<file path="src/rtl/mbox_pkg.sv">
package mbox_pkg;

  typedef enum logic [1:0] {
    POL_HOLD    = 2'b00,
    POL_REPLACE = 2'b01,
    POL_REQUEST = 2'b10,
    POL_SPARE   = 2'b11
  } pol_e;

  // The spare encoding behaves as hold.
  function automatic pol_e pol_decode(input logic [1:0] f);
    pol_e p;
    p = (f == 2'b11) ? POL_HOLD : pol_e'(f);
    return p;
  endfunction

  // Whether the slot would take an offered word under a given policy.
  function automatic logic slot_accepts(input pol_e p, input logic is_posted,
                                        input logic req, input logic take);
    logic ok;
    case (p)
      POL_REPLACE: ok = 1'b1;
      POL_REQUEST: ok = req;
      default:     ok = !is_posted || take;
    endcase
    return ok;
  endfunction

  // An offer that meets an untaken word is an overload.
  function automatic logic clobbers(input pol_e p, input logic valid,
                                    input logic is_posted, input logic req,
                                    input logic take);
    return valid && is_posted && !take && ((p != POL_REQUEST) || req);
  endfunction

endpackage

</file>
<file path="src/rtl/mbox_policy.sv">
module mbox_policy
  import mbox_pkg::*;
(
  input  logic       clk,
  input  logic       rst_n,
  input  logic [1:0] mode_sel,
  input  logic       prod_valid,
  input  logic       is_posted,
  input  logic       req_q,
  input  logic       take,
  output pol_e       pol,
  output logic       mode_chg,
  output logic       wr_fire,
  output logic       ovl_event
);
  logic [1:0] mode_q;

  always_ff @(posedge clk or negedge rst_n) begin
    if (!rst_n) mode_q <= 2'b00;
    else        mode_q <= mode_sel;
  end

  always_comb begin
    mode_chg  = (mode_sel != mode_q);
    pol       = pol_decode(mode_sel);
    wr_fire   = prod_valid && !mode_chg && slot_accepts(pol, is_posted, req_q, take);
    ovl_event = !mode_chg && clobbers(pol, prod_valid, is_posted, req_q, take);
  end
endmodule

</file>
<file path="src/rtl/mbox_store.sv">
module mbox_store #(
  parameter int DATA_W = 16
) (
  input  logic              clk,
  input  logic              rst_n,
  input  logic              flush,
  input  logic              wr_fire,
  input  logic [DATA_W-1:0] wr_word,
  input  logic              take,
  output logic [DATA_W-1:0] word_q,
  output logic              posted_q
);
  always_ff @(posedge clk or negedge rst_n) begin
    if (!rst_n) begin
      word_q   <= '0;
      posted_q <= 1'b0;
    end else if (flush) begin
      posted_q <= 1'b0;
    end else if (wr_fire) begin
      word_q   <= wr_word;
      posted_q <= 1'b1;
    end else if (take) begin
      posted_q <= 1'b0;
    end
  end
endmodule

</file>
<file path="src/rtl/mbox_req.sv">
module mbox_req (
  input  logic clk,
  input  logic rst_n,
  input  logic flush,
  input  logic arm,
  input  logic done,
  output logic req_q
);
  always_ff @(posedge clk or negedge rst_n) begin
    if (!rst_n)     req_q <= 1'b0;
    else if (flush) req_q <= 1'b0;
    else if (arm)   req_q <= 1'b1;
    else if (done)  req_q <= 1'b0;
  end
endmodule

</file>
<file path="src/rtl/mbox_ovl.sv">
module mbox_ovl (
  input  logic clk,
  input  logic rst_n,
  input  logic set,
  input  logic clr,
  output logic flag_q
);
  always_ff @(posedge clk or negedge rst_n) begin
    if (!rst_n)   flag_q <= 1'b0;
    else if (set) flag_q <= 1'b1;
    else if (clr) flag_q <= 1'b0;
  end
endmodule

</file>
<file path="src/rtl/mbox_slot.sv">
module mbox_slot
  import mbox_pkg::*;
#(
  parameter int DATA_W = 16
) (
  input  logic              clk,
  input  logic              rst_n,
  input  logic [1:0]        mode_sel,
  input  logic              prod_valid,
  input  logic [DATA_W-1:0] prod_data,
  input  logic              cons_take,
  input  logic              cons_req,
  input  logic              ovl_clear,
  output logic [DATA_W-1:0] slot_data,
  output logic              posted,
  output logic              req_pending,
  output logic              ovl_flag,
  output logic              prod_accept
);
  pol_e pol;
  logic mode_chg;
  logic wr_fire;
  logic ovl_event;
  logic req_arm;
  logic req_done;

  mbox_policy u_policy (
    .clk(clk), .rst_n(rst_n), .mode_sel(mode_sel), .prod_valid(prod_valid),
    .is_posted(posted), .req_q(req_pending), .take(cons_take),
    .pol(pol), .mode_chg(mode_chg), .wr_fire(wr_fire), .ovl_event(ovl_event)
  );

  mbox_store #(.DATA_W(DATA_W)) u_store (
    .clk(clk), .rst_n(rst_n), .flush(mode_chg), .wr_fire(wr_fire),
    .wr_word(prod_data), .take(cons_take), .word_q(slot_data), .posted_q(posted)
  );

  assign req_arm  = cons_req && !mode_chg && (pol == POL_REQUEST);
  assign req_done = wr_fire && (pol == POL_REQUEST);

  mbox_req u_req (
    .clk(clk), .rst_n(rst_n), .flush(mode_chg), .arm(req_arm),
    .done(req_done), .req_q(req_pending)
  );

  mbox_ovl u_ovl (
    .clk(clk), .rst_n(rst_n), .set(ovl_event), .clr(ovl_clear), .flag_q(ovl_flag)
  );

  assign prod_accept = wr_fire;
endmodule

</file>
<file path="config.mk">
export PLATFORM = sky130hd
export DESIGN_NAME = mbox_slot
export DESIGN_NICKNAME = d
export VERILOG_FILES = /design/src/rtl/mbox_pkg.sv /design/src/rtl/mbox_policy.sv /design/src/rtl/mbox_store.sv /design/src/rtl/mbox_req.sv /design/src/rtl/mbox_ovl.sv /design/src/rtl/mbox_slot.sv
export SDC_FILE = /design/constraint.sdc
export NUM_CORES = 1
export LEC_CHECK = 0
export ABC_AREA = 1
export CAP_MARGIN = 20
export CORE_AREA = 3 3 56 58
export CTS_CLUSTER_DIAMETER = 60
export DETAILED_ROUTE_END_ITERATION = 6
export DIE_AREA = 0 0 59 61
export PLACE_DENSITY = 0.72
export SLEW_MARGIN = 20
export SYNTH_ARGS = -nofsm -noshare
export SYNTH_HDL_FRONTEND = slang
export SYNTH_SLANG_ARGS = --single-unit
</file>
<file path="constraint.sdc">
create_clock -name clk -period 1.54 [get_ports clk]
set_clock_uncertainty 0.2 [all_clocks]
set_input_delay 0.231 -clock clk [delete_from_list [all_inputs] [get_ports clk]]
set_output_delay 0.231 -clock clk [all_outputs]
set_load 0.05 [all_outputs]
</file>
### Word level (Yosys, flattened, before mapping)

Cells that the tools add are included.

| word-level totals | value |
|---|---|
| register bits | 21 |
| input bits | 24 |
| output and inout port bits | 20 |
| logic and storage cells | 39 |

| cells by class | value |
|---|---|
| equal/unequal tests | 5 |
| muxes and demuxes | 10 |
| bitwise operators | 1 |
| reductions and logical operators | 18 |

Operators with widths:

| operator | count |
|---|---|
| $logic_and A1 B1 Y1 | 9 |
| $mux W1 | 8 |
| $reduce_bool A3 Y1 | 2 |
| $eq A2 B2 Y1 const B | 2 |
| $logic_not A1 Y1 | 3 |
| $eq A2 B1 Y1 const B | 1 |
| $logic_or A1 B1 Y1 | 2 |
| $mux W2 | 1 |
| $ne A2 B2 Y1 | 1 |
| $ne A2 B2 Y1 const B | 1 |
| $pmux W1 S2 | 1 |
| $reduce_and A2 Y1 | 1 |
| $reduce_bool A2 Y1 | 1 |
| $not A1 Y1 | 1 |

### Longest topological paths before layout

Gate-level depths: netlist (run 1).

| depth | value |
|---|---|
| depth in word-level cells | 9 |
| gate-level depth with buffers | 11 |
| mapped depth without buffers | 10 |

### Cells and area by module

From an unflattened synthesis (run 1), not the netlist that was laid out.

| second synthesis, totals | value |
|---|---|
| cell total of the unflattened synthesis | 116 |
| area, all modules | 1018.5 µm² |

By module, submodules not included:

| module | times used | cells each | area each (µm²) | seq. area each (µm²) |
|---|---|---|---|---|
| mbox_store | 1 | 74 | 719.4 | 425.4 |
| mbox_policy | 1 | 25 | 182.7 | 50.0 |
| mbox_req | 1 | 5 | 45.0 | 25.0 |
| mbox_ovl | 1 | 5 | 40.0 | 25.0 |
| mbox_slot | 1 | 7 | 31.3 | 0.0 |

### Least setup slack after synthesis (run 1)

OpenSTA, ideal clock, no wires.

| path | value |
|---|---|
| path type | register to output |
| start | register u_req.req_q |
| end | output port prod_accept |
| data arrival time | 1.320 ns |
| data required time | 1.109 ns |
| slack | -0.211 ns |
| stages on the path, launching flop included | 8 |
| buffers on the path | 1 |
| path through | dfrtp_1 -> nand2_1 -> nand2_1 -> nand2_1 -> nor2_4 -> nand2_4 -> inv_6 -> buf_12 |

| on the way | value |
|---|---|
| word-level cells in the longest chain between the ends | 2 |

Ends and longest elaborated chain:

| item | RTL line | text |
|---|---|---|
| from (decl) | mbox_req.sv:7 | `output logic req_q` |
| from (signal assigned) | mbox_req.sv:10 | `if (!rst_n) req_q <= 1'b0;` |
| from (signal assigned) | mbox_req.sv:11 | `else if (flush) req_q <= 1'b0;` |
| from (signal assigned) | mbox_req.sv:12 | `else if (arm) req_q <= 1'b1;` |
| $pmux W1 S2 | mbox_pkg.sv:21 | `case (p)` |
| $logic_and A1 B1 Y1 | mbox_policy.sv:26 | `wr_fire = prod_valid && !mode_chg && slot_accepts(pol, is_posted, req_q, take);` |
| to (decl) | mbox_slot.sv:18 | `output logic prod_accept` |

No other way between the ends.

### Final worst setup path (run 1)

| path | value |
|---|---|
| start | register u_store.posted_q |
| end | output port prod_accept |

| on the way | value |
|---|---|
| word-level cells in the longest chain between the ends | 4 |

Ends and longest elaborated chain:

| item | RTL line | text |
|---|---|---|
| from (decl) | mbox_store.sv:11 | `output logic posted_q` |
| from (signal assigned) | mbox_store.sv:16 | `posted_q <= 1'b0;` |
| from (signal assigned) | mbox_store.sv:18 | `posted_q <= 1'b0;` |
| from (signal assigned) | mbox_store.sv:21 | `posted_q <= 1'b1;` |
| $logic_not A1 Y1 | mbox_pkg.sv:24 | `default: ok = !is_posted \|\| take;` |
| $logic_or A1 B1 Y1 | mbox_pkg.sv:24 |  |
| $pmux W1 S2 | mbox_pkg.sv:21 |  |
| $logic_and A1 B1 Y1 | mbox_policy.sv:26 |  |

No other way between the ends.

==> metrics, run 1 <==
CTS H-Tree Depth=1; Final nets=208; Core Box Area=2710 um^2; VDD IR-drop max=1.210 mV; clk root buf=clkbuf_4; CP Launch Type=flop; top cells by area, synth=dfrtp_1, nand2_1, nand2_2; WP data arrival=1.29 ns; status=complete, but fails checks; dpl ws=-0.5954 ns; pin count of the biggest net entering global routing=22; Die Area=3599 um^2; initial antenna violation count=0; final worst slack=-0.1854 ns; initial DRC count=26; Placed Area=1714 um^2; post-synth top area cell=dfrtp_1; CTS tree=yes; # setup viols final=1; Via density=4.429; number of port buffers=43; commonest cells in the netlist=nand2_1, dfrtp_1, nand2_2; total number of vias=939; Placer Congestion=0.7373; Routed Antenna Nets=0; Syn. warnings=0; GR Overflow Total=0; Syn Inst Count=113; post-route cell area=~1900 um^2; max cap viols=0; Seq/Total Area, Yosys=a little over half; crit path max fanout=2; Cell variety after synth=17; post-synthesis sequential element count=21; violated checks=setup timing; CP endpoint kind=primary output; Mapped Nets=139; EDFF count, synth=0; num ports=44; Final min period=between 1.5 and 2 ns; final core utilization=between 60% and 70%; top cell type's share of synthesized area=54.33%; critical path required time=~1.1 ns; final wirelength=2.492 mm; # DRC=0; unrepaired setup endpoints after global routing=yes; Worst Tran Pin Value=0.2679 ns; first-pass iteration count of the detailed router=2; height of the die=61 um; first-pass GRT wire length=3.974 mm; Syn Area/Cell=8.559 um^2; Final HPWL DP=1.993 mm; final-report hold violation count=0; Rows=19; Power Density=1238 nW/um^2; fmax=~580 MHz; tightest hold margin=0.04497 ns; Clock transition at path regs=0.12 ns; total chip power=2.298 mW; maximum clock path buffer count=2; Skew-Pair Late Insertion Delay=about 0.31 ns; min-delay worst type=in2async; Num CTS Buffers=3; GRT Util Overall=14.92%; Max Slew Vio Count=0; Area Overhead vs Synth=91.98%; Leak Pwr=0.9349 nW; ys async rst share=100.0%; top-count cell post-synth=nand2_1; WL/cell=about 12 um; share of cells above drive strength 1=41.44%; relative slew slack=82.14%; ys flop type=dfrtp_1; Starting Density=a little over a third; Setup CP Type=reg2out; n_diodes=0; Tcrit/Tclk final=112.0%; Mapped Area=967.2 um^2; clk sinks=21; die width=slightly below 60 um; vias in the first global route=955
-- sequential cells by signal, summed over array words and instances (netlist names) --
| register | cells |
|---|---|
| u_store.word_q | 16 |
| u_policy.mode_q | 2 |
| u_ovl.flag_q | 1 |
| u_req.req_q | 1 |
| u_store.posted_q | 1 |
-- metrics by stage --
step / TNS [ns] / instances
2_1_floorplan: -0.06704 / 113
3_3_place_gp: -9.533 / 198
3_5_place_dp: -10.58 / 198
4_1_cts: -0.1803 / 211
5_1_grt: -0.8534 / 212
6_report: -0.1854 / 212
-- layout make-up --
type	count	area, um^2
Clock buffer	3	22.52
Clock inverter	1	5.005
Fill cell	217	853.3
Inverter	9	41.29
Multi-Input combinational cell	81	407.9
Sequential cell	21	528.0
Tap cell	31	38.79
Timing Repair Buffer	66	813.3
-- path summary, 6_finish.rpt --
check	start	end	slack, ns	cells after the start
hold reg to reg	u_store.word_q[7]	u_store.word_q[7]	0.35	2
setup / recovery	u_store.posted_q	prod_accept	-0.19	6
setup reg to reg	u_store.posted_q	u_store.word_q[3]	0.03	8
hold / removal	rst_n	u_store.word_q[6]	0.04	2
max in group asynchronous	rst_n	u_req.req_q	0.86	2
min in group clk	mode_sel[1]	u_store.posted_q	0.18	5
-- placed cells by master, fill, tap and decap left out, types with 2 or more instances in the layout --
master	instances
buf_2	2
buf_6	2
inv_1	3
nor2_4	2
clkbuf_4	3
buf_4	18
nand2_2	15
dlygate4sd3_1	2
dfrtp_2	2
buf_12	20
inv_2	5
nand3_1	3
nand2_1	52
clkdlybuf4s50_1	21
dfrtp_1	19
-- report_power, final --
group	total, mW	leakage [nW]	switching, mW	internal [mW]
Sequential	0.797	0.261	0.128	0.669
Combinational	1.23	0.656	0.625	0.605
Clock	0.270	0.0177	0.173	0.0970
Total	2.30	0.935	0.927	1.37
-- logic make-up after synthesis --
group	Yosys count	synth area share [%]
DFF	21	54.33
buffers and inverters	11	6.598
and+or+nand+nor	76	34.80
adders and majority gates	2	2.587
AOI/OAI and AO/OA	3	1.681
-- metal layers --
layer,up-vias,routed length (um),GRT usage [%]
li1,476,-,-
met1,433,945,16.16
met2,26,1331,26.50
met3,4,198,5.532
met4,0,17,5.825
met5,-,0,0
-- worst max-delay path, stage by stage (launching register included) --
cell	delay [ns]
dfrtp_2	0.42
nand2_1	0.11
nor2_2	0.06
nor2_4	0.13
nand2_4	0.08
inv_8	0.06
buf_12	0.12
-- repair_timing --
item,in CTS,in global routing
pin swaps,8,3
hold buffers,2,0
buffers inserted,7,1
endpoints found under the hold margin,2,0
cloned,0,0
endpoints found under the setup margin,19,17
gates resized for setup,15,7
Note: power is estimated with default switching activity, not from simulation.
==> run 2: changes to the inputs <==
Settings changed: SETUP_SLACK_MARGIN set to 0.15.
==> metrics, run 2 (synthesized netlist as in run 1, its figures left out) <==
status=complete, but fails checks; violated checks=setup timing; Num CTS Buffers=3; Worst Tran Pin Value=0.2747 ns; maximum clock path buffer count=2; dpl ws=-0.5491 ns; WL/cell=14.03 um; clk root buf=clkbuf_4; fmax=slightly below 600 MHz; VDD IR-drop max=0.9873 mV; Clock transition at path regs=around 0.13 ns; CP Launch Type=flop; max cap viols=0; CP cell instances=nand2_2 -> nor2_2 -> nor2_4 -> nand2_4 -> clkinv_4 -> buf_12; CP endpoint kind=primary output; num ports=44; Final min period=1.714 ns; die width=59 um; Power Density=1190 nW/um^2; Fill cells=193; unrepaired setup endpoints after global routing=yes; Setup CP Type=reg2out; final wirelength=a little over 3 mm; largest reg by FF count=u_store.word_q; number of flip-flops under the largest register name=16; Routed Antenna Nets=0; n_diodes=0; CP bufs+invs=2; # setup viols final=18; CTS tree=yes; Starting Density=35.69%; initial DRC count=17; Layout Cells excl Fill=216; height of the die=61 um; initial antenna violation count=0; final worst slack=-0.1740 ns; Final HPWL DP=~2.0 mm; Via density=4.440; relative slew slack=81.69%; crit path max fanout=3; Final nets=212; share of cells above drive strength 1=51.89%; clk sinks=21; tightest hold margin=0.04317 ns; Skew-Pair Late Insertion Delay=0.31 ns; first-pass iteration count of the detailed router=3; min-delay worst type=in2async; Placer Congestion=0.7472; Seq. cell area=around 530 um^2; Core Box Area=2710 um^2; GR Overflow Total=0; largest registers=u_store.word_q: 16 flops, u_policy.mode_q: 2 flops; Max Slew Vio Count=0; R2R depth=9; Area Overhead vs Synth=107.2%; first-pass GRT wire length=between 4 and 5 mm; CTS H-Tree Depth=1; pin count of the biggest net entering global routing=22; total number of vias=959; # DRC=0; Tcrit/Tclk final=111.3%; cell family with most CP delay=flip-flops; GRT Util Overall=between 10% and 20%; Worst path slowest cell=dfrtp_2; Multi-input gate area=466.7 um^2; most common cell after layout, fill and taps aside=nand2_1; post-placement cell count=195; critical path required time=1.11 ns; WP data arrival=1.28 ns; Rows=19; WP depth=6; vias in the first global route=1008; Leak Pwr=0.9771 nW; Die Area=roughly 3600 um^2; most frequent cells in the layout=nand2_1, nand2_2, clkdlybuf4s50_1, buf_12, dfrtp_1; number of port buffers=43; Largest stage delay, worst path=0.45 ns; final-report hold violation count=0
-- run 2: routing by layer --
layer | track usage (%) | share of wire (%) | vias to the layer above
li1 | - | - | 483
met1 | 19.76 | 37 | 447
met2 | 31.55 | 56 | 25
met3 | 3.617 | 5.5 | 4
met4 | 6.796 | 1.7 | 0
met5 | 0 | 0 | -
-- run 2: worst paths after layout --
check	startpoint	endpoint	slack, ns
hold reg to reg	u_store.word_q[5]	u_store.word_q[5]	0.36
hold / removal	rst_n	u_store.word_q[2]	0.04
setup reg to reg	u_store.posted_q	u_store.word_q[6]	-0.09
setup / recovery	u_store.posted_q	prod_accept	-0.17
max in group asynchronous	rst_n	u_req.req_q	0.85
min in group clk	mode_sel[1]	u_store.posted_q	0.24
-- run 2: stage by stage --
stage / setup TNS, ns / area [um^2] / power, mW / utilization (%)
after global routing: -2.305 / 2004 / 2.490 / 73.96
final: -0.9881 / 2004 / 2.385 / 73.96
after floorplan: -0.05931 / 977.2 / 1.310 / -
after global placement: -9.052 / 1709 / 1.988 / 63.07
after CTS: -0.6808 / 1853 / 2.324 / 68.37
after detailed placement: -9.719 / 1709 / 2.012 / 63.07
-- run 2: power by group --
part           internal [mW]  leakage, nW  switching [mW]
Clock                 0.0969       0.0177           0.177
Sequential             0.670        0.260           0.147
Combinational          0.648        0.699           0.647
-- run 2: repair_timing --
item	in CTS	in global routing
endpoints found under the setup margin	19	21
hold buffers	1	1
resized for setup	13	33
buffers inserted	6	7
endpoints found under the hold margin	1	1
cloned	2	0
pin swaps	4	15
-- run 2: area by class of cell --
class | count | area share, %
well taps | 31 | 1.935
repair buffers | 70 | 45.07
flip-flops and latches | 21 | 26.40
multi-input cells | 81 | 23.28
inverters | 9 | 1.935
clock inverters | 1 | 0.2497
clock buffers | 3 | 1.124
